--- src/rtl/brdcfg_pkg.sv ---
package brdcfg_pkg;
  typedef enum logic [1:0] {
    CMD_OTHER  = 2'd0,
    CMD_SHUT   = 2'd1,
    CMD_REBOOT = 2'd2
  } cmd_kind_e;

  localparam int STAT_W    = 2;
  localparam int STAT_DONE = 0;
  localparam int STAT_ERR  = 1;
endpackage

--- src/rtl/brdcfg_decode.sv ---
module brdcfg_decode #(
  parameter int               ADDR_W    = 8,
  parameter int               ID_W      = 12,
  parameter logic [ID_W-1:0]  LIVE_ID   = 12'h190,
  parameter logic [ADDR_W-1:0] OFF_ARG  = 8'hA0,
  parameter logic [ADDR_W-1:0] OFF_CMD  = 8'hA4,
  parameter logic [ADDR_W-1:0] OFF_STAT = 8'hA8
) (
  input  logic [ID_W-1:0]   board_id,
  input  logic [ADDR_W-1:0] addr,
  input  logic              wr_en,
  input  logic              rd_en,
  output logic              live,
  output logic [2:0]        sel,
  output logic [2:0]        wstb,
  output logic              acc_err
);
  localparam int NREG = 3;
  logic [NREG-1:0][ADDR_W-1:0] offs;
  assign offs = {OFF_STAT, OFF_CMD, OFF_ARG};

  assign live = (board_id == LIVE_ID);

  for (genvar i = 0; i < NREG; i++) begin : g_match
    assign sel[i]  = (addr == offs[i]);
    assign wstb[i] = sel[i] & wr_en & live;
  end

  assign acc_err = (rd_en | wr_en) & (|sel) & ~live;
endmodule

--- src/rtl/brdcfg_cmd.sv ---
module brdcfg_cmd
  import brdcfg_pkg::*;
#(
  parameter int                DATA_W    = 32,
  parameter logic [DATA_W-1:0] RSVD_MASK = 32'h000C_0000,
  parameter logic [DATA_W-1:0] CMD_SHUT_W = 32'hC080_0000,
  parameter logic [DATA_W-1:0] CMD_BOOT_W = 32'hC090_0000
) (
  input  logic              clk,
  input  logic              rst_n,
  input  logic              cmd_wr,
  input  logic [DATA_W-1:0] wdata,
  output logic [DATA_W-1:0] cmd_word,
  output cmd_kind_e         kind,
  output logic              shutdown_req,
  output logic              reboot_req
);
  assign cmd_word = wdata & ~RSVD_MASK;

  always_comb begin
    if (cmd_word == CMD_SHUT_W)      kind = CMD_SHUT;
    else if (cmd_word == CMD_BOOT_W) kind = CMD_REBOOT;
    else                             kind = CMD_OTHER;
  end

  always_ff @(posedge clk) begin
    if (!rst_n) begin
      shutdown_req <= 1'b0;
      reboot_req   <= 1'b0;
    end else begin
      shutdown_req <= cmd_wr && (kind == CMD_SHUT);
      reboot_req   <= cmd_wr && (kind == CMD_REBOOT);
    end
  end
endmodule

--- src/rtl/brdcfg_regs.sv ---
module brdcfg_regs
  import brdcfg_pkg::*;
#(
  parameter int DATA_W = 32
) (
  input  logic              clk,
  input  logic              rst_n,
  input  logic [2:0]        wstb,
  input  logic [DATA_W-1:0] wdata,
  input  logic [DATA_W-1:0] cmd_word,
  input  cmd_kind_e         kind,
  output logic [DATA_W-1:0] arg_q,
  output logic [DATA_W-1:0] cmd_q,
  output logic [STAT_W-1:0] stat_q
);
  always_ff @(posedge clk) begin
    if (!rst_n) begin
      arg_q  <= '0;
      cmd_q  <= '0;
      stat_q <= '0;
    end else begin
      if (wstb[0]) arg_q <= wdata;
      if (wstb[1]) begin
        cmd_q            <= cmd_word;
        stat_q[STAT_DONE] <= 1'b1;
        stat_q[STAT_ERR]  <= (kind == CMD_OTHER);
      end else if (wstb[2]) begin
        stat_q <= wdata[STAT_W-1:0];
      end
    end
  end
endmodule

--- src/rtl/brdcfg_cmd_ctrl.sv ---
module brdcfg_cmd_ctrl
  import brdcfg_pkg::*;
#(
  parameter int                DATA_W    = 32,
  parameter int                ADDR_W    = 8,
  parameter int                ID_W      = 12,
  parameter logic [ID_W-1:0]   LIVE_ID   = 12'h190,
  parameter logic [DATA_W-1:0] RSVD_MASK = 32'h000C_0000,
  parameter logic [DATA_W-1:0] CMD_SHUT_W = 32'hC080_0000,
  parameter logic [DATA_W-1:0] CMD_BOOT_W = 32'hC090_0000
) (
  input  logic              clk,
  input  logic              rst_n,
  input  logic [ID_W-1:0]   board_id,
  input  logic              wr_en,
  input  logic              rd_en,
  input  logic [ADDR_W-1:0] addr,
  input  logic [DATA_W-1:0] wdata,
  output logic [DATA_W-1:0] rdata,
  output logic              acc_err,
  output logic              shutdown_req,
  output logic              reboot_req
);
  logic              live;
  logic [2:0]        sel;
  logic [2:0]        wstb;
  logic [DATA_W-1:0] cmd_word;
  cmd_kind_e         kind;
  logic [DATA_W-1:0] arg_q;
  logic [DATA_W-1:0] cmd_q;
  logic [STAT_W-1:0] stat_q;

  brdcfg_decode #(
    .ADDR_W(ADDR_W), .ID_W(ID_W), .LIVE_ID(LIVE_ID)
  ) u_dec (
    .board_id(board_id), .addr(addr), .wr_en(wr_en), .rd_en(rd_en),
    .live(live), .sel(sel), .wstb(wstb), .acc_err(acc_err)
  );

  brdcfg_cmd #(
    .DATA_W(DATA_W), .RSVD_MASK(RSVD_MASK),
    .CMD_SHUT_W(CMD_SHUT_W), .CMD_BOOT_W(CMD_BOOT_W)
  ) u_cmd (
    .clk(clk), .rst_n(rst_n), .cmd_wr(wstb[1]), .wdata(wdata),
    .cmd_word(cmd_word), .kind(kind),
    .shutdown_req(shutdown_req), .reboot_req(reboot_req)
  );

  brdcfg_regs #(.DATA_W(DATA_W)) u_regs (
    .clk(clk), .rst_n(rst_n), .wstb(wstb), .wdata(wdata),
    .cmd_word(cmd_word), .kind(kind),
    .arg_q(arg_q), .cmd_q(cmd_q), .stat_q(stat_q)
  );

  always_comb begin
    rdata = '0;
    if (live) begin
      if (sel[0])      rdata = arg_q;
      else if (sel[1]) rdata = cmd_q;
      else if (sel[2]) rdata = {{(DATA_W-STAT_W){1'b0}}, stat_q};
    end
  end
endmodule

--- config.mk ---
export PLATFORM = sky130hd
export DESIGN_NAME = brdcfg_cmd_ctrl
export DESIGN_NICKNAME = d
export VERILOG_FILES = /design/src/rtl/brdcfg_pkg.sv /design/src/rtl/brdcfg_decode.sv /design/src/rtl/brdcfg_cmd.sv /design/src/rtl/brdcfg_regs.sv /design/src/rtl/brdcfg_cmd_ctrl.sv
export SDC_FILE = /design/constraint.sdc
export NUM_CORES = 1
export LEC_CHECK = 0
export CAP_MARGIN = 5
export CORE_MARGIN = 4
export CORE_UTILIZATION = 48
export DETAILED_ROUTE_END_ITERATION = 16
export PLACE_DENSITY = 0.84
export SYNTH_ARGS = -nofsm -noshare
export SYNTH_HDL_FRONTEND = slang
export SYNTH_SLANG_ARGS = --single-unit
--- constraint.sdc ---
create_clock -name clk -period 2.2 [get_ports clk]
set_clock_uncertainty 0.1 [all_clocks]
set_input_delay 0.33 -clock clk [delete_from_list [all_inputs] [get_ports clk]]
set_output_delay 0.33 -clock clk [all_outputs]
set_load 0.02 [all_outputs]
After elaboration in Yosys (flattened, before gate mapping) --
Cells that the tools add are included.
Operators by class: bitwise logic cells 10, div/mod/pow operators 0, reductions and logical operators 5, add/subtract/negate cells 0, equal/unequal tests 8, multiply operators 0, $lt $le $gt $ge 0, muxes and demuxes 8, shifts and indexed selects 0
Operators with widths (number):
- $mux 32 | 3
- $eq 30x30->1 const B | 2
- $eq 8x8->1 const B | 3
- $eq 12x9->1 const B | 1
- $mux 2 | 5
- $and 1x1->1 | 8
- $reduce_or 3->1 | 1
- $eq 2x1->1 const B | 1
- $eq 2x2->1 const B | 1
- $logic_and 1x1->1 | 2
- $logic_not 2->1 | 1
- $reduce_bool 2->1 | 1
- $not 1->1 | 1
- $or 1x1->1 | 1
Storage, ports and cells: bits in registers 66, memory bits (read-only) 0, word-level logic and storage cells 36, latch bits 0, output and inout port bits 35, memories kept 0, input bits 56, memory bits (writable) 0

Logic depth before layout (Yosys ltp) --
Gate-level depths: netlist (run 1).
depth after elaboration 5, mapped depth 7, depth with buffers taken out 4

Hierarchy --
A second synthesis (run 1) with hierarchy kept.
Second synthesis, totals: cells, all modules 395, area, all modules 3781.1 um^2
By module, submodules not included:
- brdcfg_regs | instances 1, area an instance 2563.7 um^2, cells an instance 214, seq. area each 1321.3 um^2
- brdcfg_cmd_ctrl | instances 1, area an instance 656.9 um^2, cells an instance 113, seq. area each 0.0 um^2
- brdcfg_cmd | instances 1, area an instance 397.9 um^2, cells an instance 52, seq. area each 40.0 um^2
- brdcfg_decode | instances 1, area an instance 162.7 um^2, cells an instance 16, seq. area each 0.0 um^2

Least setup slack after synthesis (run 1) --
No wires, ideal clock.
path type in2out, start in board_id[11], end out acc_err, arrival 1.896 ns, required time 1.770 ns, stages 3, path slack -0.126 ns, path buffers 0, cells stage by stage and4bb_2 and3_1 a2111oi_0
On the way: cells in the longest elaborated chain, start to end 3
RTL lines:
- from (decl) | line brdcfg_cmd_ctrl.sv:14 | input logic [ID_W-1:0] board_id,
- $eq 12x9->1 | line brdcfg_decode.sv:22 | assign live = (board_id == LIVE_ID);
- $not 1->1 | line brdcfg_decode.sv:29 | assign acc_err = (rd_en | wr_en) & (|sel) & ~live;
- $and 1x1->1 | line brdcfg_decode.sv:29
- to (decl) | line brdcfg_cmd_ctrl.sv:20 | output logic acc_err,
Every way passes these cells.

Worst setup path after layout (run 1) --
start in board_id[0], end out rdata[10]
On the way: cells in the longest elaborated chain, start to end 2
RTL lines:
- $eq 12x9->1 | line brdcfg_decode.sv:22
- $mux 32 | line brdcfg_cmd_ctrl.sv:57 | if (live) begin
- to (decl) | line brdcfg_cmd_ctrl.sv:19 | output logic [DATA_W-1:0] rdata,
Every way passes these cells.

==> impl_metrics.toml, run 1 <==
[run_status]
outcome = "finished, violations left"
violations = "negative setup slack"

[grt]
antenna_found_initial = 0
grt_pass1_wl_mm = 18.9
grt_usage = 0.285
grt_overflow = 0
first_global_vias = 3860
grt_max_degree = 35

[detailed_routing]
vias = 3910
met1Wirelength_mm = 4.78
maxUsedRoutingLayer = "met4"
dr.pass1.iters = 5
wl_per_cell_um = 21.3
drt_iter0_drc = 428
routed_wl_mm = 12.8
route.met3.wl_mm = 1.13
drc_errors = 0
wl_met2_mm = 6.46
antenna_left = 0
viasPerCell = 6.50

[yosys]
synth_edf_count = 0
syn_nets = 466
yosysMostFrequentCell = "dfxtp_1"
async_flop_share = 0
ys_types = 36
synth-seq-cells = 66
synthCells = 410
yosys_warnings = 0
synth_ff_type = "dfxtp_1"
synth.area.top_cells = "dfxtp_1 (41%), a21oi_1 (10%), nand3_1 (10%)"
yosysTopAreaCellShare = 0.408
yosys.area.top_type = "dfxtp_1"
syn_area_per_cell_um2 = 7.89
syn-cell-area_um2 = 3240
synth_top_cells_by_count = "dfxtp_1 (66), a21oi_1 (65), nand3_1 (65), nor2_1 (35), o21ai_0 (32)"
seq_area_frac_synth = 0.408

[clocking]
ctsRootBufferMaster = "clkbuf_8"
cts_tree = "done"
cts_buffers = 9
clock_latency_ns = 0.35
cts_sinks = 66
cts.path.max_buffers = 2
clk_pin_slew_worst_paths_ns = 0.08
h-tree-depth = 3

[layout]
multi_input_area_um2 = 1900
diodes = 0
final_nets = 576
syn_to_final_growth_pct = 55.9
nFillCells = 434
drive_gt1_frac = 0.286
regArea_um2 = 1320

[sta]
setup_viol = 8
post-route-period-util = 1.01
max_slew.worst_pin.slew_ns = 0.459
hold_viol = 0
post-route-min-period_ns = 2.23
maxSlewViolCount = 0
setup_tns_ns = -0.108
relSlewSlack = 0.691
fmaxAchievable_mhz = 449
setup_ws_ns = -0.0259

[placement]
dp_hpwl_mm = 7.19
io_buffers = 90
place_congestion = 0.859

[hold_path]
worstHoldStart = "u_regs.arg_q[10]"
min_to = "u_regs.arg_q[10]"
hold_path_depth = 2
hold_class = "reg -> reg"

[worst_setup_path]
start_kind = "input port"
critPathTopFamily = "simple AND/OR/NAND/NOR gates"
required_ns = 1.77
reg2reg_depth = 2
critPathKind = "in -> out"
crit_fanout = 7
startpoint = "board_id[0]"
reg2reg_to = "u_regs.arg_q[15]"
r2r_slack_ns = 1.36
crit_slowest_cell = "nor4b_4"
path_buf_inv = 3
cp-end-kind = "primary output"
crit_chain = "dlygate4sd2_1 -> nor4b_4 -> nand3_4 -> clkbuf_16 -> nor2_2 -> buf_6"
worstPathArrival_ns = 1.80
cpPeakStageDelay_ns = 0.41
reg2reg_from = "u_regs.arg_q[15]"

[die]
fp.coreArea_um2 = 6460
ios = 91
placementRows = 29
die_y_um = 90.1
initial_core_util = 0.501
die-area_um2 = 8120
die_width_um = 90.1

[power_and_ir_drop]
worst_ir_drop_vdd_mv = 0.615
power_mw = 2.58
leakage_nw = 1.73
power.density_nw_per_um2 = 511

[job]
drv_cap = 0
power breakdown:
part | switching (mW) | internal (mW) | leakage, nW
logic | 0.100 | 0.114 | 1.08
clock network | 0.472 | 0.700 | 0.117
registers | 0.000000434 | 1.19 | 0.531
how the worst max path moves through the flow:
stage	end	cells past startpoint	slack, ns
3_3_place_gp	rdata[21]	7	-0.61
6_report	rdata[10]	6	-0.03
4_1_cts	rdata[24]	8	0.005
2_1_floorplan	acc_err	3	0.12
3_5_place_dp	rdata[27]	7	-0.63
5_1_grt	rdata[10]	6	-0.04
worst register-to-register path, delay by kind of cell, from the launching register on:
kind | cells | cell delay, ns
AO/OA/AOI/OAI | 2 | 0.30
flip-flops | 1 | 0.37
per-layer routing:
metal | track usage | vias to the layer above
met5 | 0 | -
met4 | 0.156 | 0
met3 | 0.0718 | 53
met2 | 0.471 | 278
met1 | 0.338 | 1841
li1 | - | 1738
cell families after synthesis:
kind of cell / count (synthesis) / share of synthesized area
buffers and inverters: 48 / 0.0673
xor gates and xnor gates: 1 / 0.00271
AOI/OAI and AO/OA: 160 / 0.276
DFF: 66 / 0.408
muxes: 2 / 0.00619
and+or+nand+nor: 133 / 0.239
flip-flops by register name (all words and copies together) (netlist names):
signal,count
u_regs.stat_q,2
u_regs.cmd_q,30
u_regs.arg_q,32
u_cmd.shutdown_req,1
u_cmd.reboot_req,1
through the flow:
step	setup WS, ns	cells	instance area, µm²	hold slack [ns]	utilization
floorplan	0.120	410	3240	0.301	-
global placement	-0.611	574	4460	0.346	0.691
detailed placement	-0.634	574	4460	0.368	0.691
CTS	0.00543	598	4720	0.377	0.730
global route	-0.0450	602	5050	0.400	0.781
finish	-0.0259	602	5050	0.379	0.781
cells in the final DEF (no fill, tap or decap), types with 5 or more instances in the layout:
cell / n
a21oi_1: 65
a22oi_1: 23
a22oi_2: 5
buf_12: 9
buf_4: 49
buf_6: 18
clkbuf_8: 11
clkdlybuf4s50_1: 37
dfxtp_1: 66
dlygate4sd2_1: 10
dlymetal6s2s_1: 5
nand3_1: 64
nor2_1: 15
nor2_2: 11
nor2_4: 9
o21ai_0: 32
o21ai_1: 30
layout make-up:
type,instances,share of cell area
clock inverter,4,0.0146
tap,77,0.0191
timing repair buffer,143,0.294
sequential,66,0.262
inverter,4,0.00297
multi-input combinational,296,0.377
clock buffer,12,0.0307
repair_timing:
item,4_1_cts,5_1_grt
endpoints found under the setup margin,33,31
hold buffers,0,0
gates resized for setup,185,86
pin swaps,9,16
buffers inserted,5,2
cloned,3,3
(Power assumes the default switching activity.)
==> inputs of run 2 (changes only) <==
- CELL_PAD_IN_SITES_DETAIL_PLACEMENT: unset -> 0
- CELL_PAD_IN_SITES_GLOBAL_PLACEMENT: unset -> 2
- CORE_UTILIZATION: 48 -> 27
==> impl_metrics.toml, run 2 (synthesized netlist as in run 1, its figures left out) <==
[run_status]
outcome = "completed"

[worst_setup_path]
cp-end-kind = "primary output"
crit_fanout = 8
start_kind = "input port"
required_ns = 1.77
startpoint = "board_id[11]"
reg2reg_from = "u_regs.stat_q[1]"
critPathKind = "in -> out"
worstPathArrival_ns = 1.74

[grt]
grt_max_degree = 39
grt_overflow = 0
antenna_found_initial = 0
grt_pass1_wl_mm = 19.4
grt_usage = 0.170
first_global_vias = 3587

[sta]
post-route-min-period_ns = 2.17
setup_tns_ns = 0
hold_slack_ns = 0.361
post-route-period-util = 0.986
setup_viol = 0
maxSlewViolCount = 0
rsz0062_at_grt = "true"
hold_viol = 0
relSlewSlack = 0.727
fmaxAchievable_mhz = 461
max_slew.worst_pin.slew_ns = 0.399

[layout]
multi_input_area_um2 = 1880
final_nets = 575
drive_gt1_frac = 0.281
diodes = 0
syn_to_final_growth_pct = 57.8
nFillCells = 1129
largest_register_ffs = 32
layout_common_cells = "dfxtp_1 (66), a21oi_1 (65), nand3_1 (64), buf_4 (51), clkdlybuf4s50_1 (41)"
regArea_um2 = 1320
reg.largest.list = "u_regs.arg_q x32, u_regs.cmd_q x30, u_regs.stat_q x2"
regMostFlops = "u_regs.arg_q"
layout_commonest_cell = "dfxtp_1"
final_util = 0.442

[clocking]
ctsRootBufferMaster = "clkbuf_16"
cts_tree = "done"
clock_latency_ns = 0.32
cts.path.max_buffers = 2
cts_sinks = 66
clk_pin_slew_worst_paths_ns = 0.06
cts_buffers = 9
holdBufCountCts = 0
h-tree-depth = 3

[die]
placementRows = 39
initial_core_util = 0.280
die_width_um = 117
ios = 91
die-area_um2 = 13800
die_y_um = 117
fp.coreArea_um2 = 11600

[power_and_ir_drop]
worst_ir_drop_vdd_mv = 0.267
netSwitchingPower_mw = 0.657
power_frac_clock = 0.509
p_int_mw = 2.19
power.density_nw_per_um2 = 558
p_sw_frac = 0.230
leakage_nw = 1.70
pwr-share-seq = 0.419
combPwrFrac = 0.072

[placement]
place_congestion = 0.748
dp_hpwl_mm = 7.76
io_buffers = 90

[detailed_routing]
antenna_left = 0
wl_per_cell_um = 17.7
dr.pass1.iters = 4
vias = 3580
drt_iter0_drc = 318
routed_wl_mm = 11.8
drc_errors = 0
viasPerCell = 5.37

[hold_path]
worstHoldStart = "u_regs.stat_q[0]"
hold_class = "reg -> reg"

[job]
drv_cap = 0
-- run 2: cell types whose count changed in the layout (fill, tap and decap cells not counted), sizes merged, moves of 2 or more --
cell / previous run / this run
clkbuf: 17 / 12
clkdlybuf4s50: 37 / 41
clkinv: 2 / 4
dlymetal6s2s: 5 / 1
inv: 4 / 6
-- run 2: worst max-delay path: stages --
cell,delay [ns]
clkdlybuf4s50_1,0.39
and4bb_2,0.33
nand3_2,0.11
buf_8,0.17
buf_4,0.14
nor2_2,0.13
buf_6,0.14
-- run 2: cell type report --
class                      instances  share of cell area
timing repair buffer             142               0.275
tap                              143              0.0350
inverter                           4             0.00294
multi-input combinational        296               0.369
clock inverter                     7              0.0152
sequential                        66               0.259
clock buffer                       9              0.0441
-- run 2: metrics by stage --
step / std cells / cell area, µm² / total power [mW] / setup slack [ns]
finish: 667 / 5110 / 2.85 / 0.0314
global route: 667 / 5110 / 2.95 / -0.0106
CTS: 664 / 4910 / 2.88 / 0.00104
detailed placement: 641 / 4540 / 1.43 / -0.656
global placement: 641 / 4540 / 1.43 / -0.657
floorplan: 410 / 3240 / 1.27 / 0.120
-- run 2: per-layer routing --
metal | wire (µm) | GRT usage | vias up
met5 | 0 | 0 | -
met4 | 83 | 0.0440 | 0
met3 | 471 | 0.0327 | 7
met2 | 5650 | 0.272 | 85
met1 | 5600 | 0.236 | 1752
li1 | - | - | 1736
-- run 2: repair_timing --
item,in CTS,in global routing
endpoints found under the setup margin,33,33
setup buffers,4,2
pin swaps,12,11
gates cloned,3,1
gates resized for setup,200,50
-- run 2: path summary, 6_finish.rpt --
check	slack (ns)	depth (start not counted)	to
hold reg to reg	0.36	2	u_regs.stat_q[0]
setup / recovery	0.03	7	rdata[12]
hold / removal	0.36	2	u_regs.stat_q[0]
setup reg to reg	1.45	2	u_regs.stat_q[1]
-- run 2: power by group through the flow --
stage	registers, mW	clock network, mW	logic (mW)
floorplan	1.22	0	0.0477
global placement	1.22	0	0.206
global route	1.19	1.54	0.217
finish	1.19	1.45	0.204
detailed placement	1.22	0	0.206
CTS	1.19	1.48	0.203
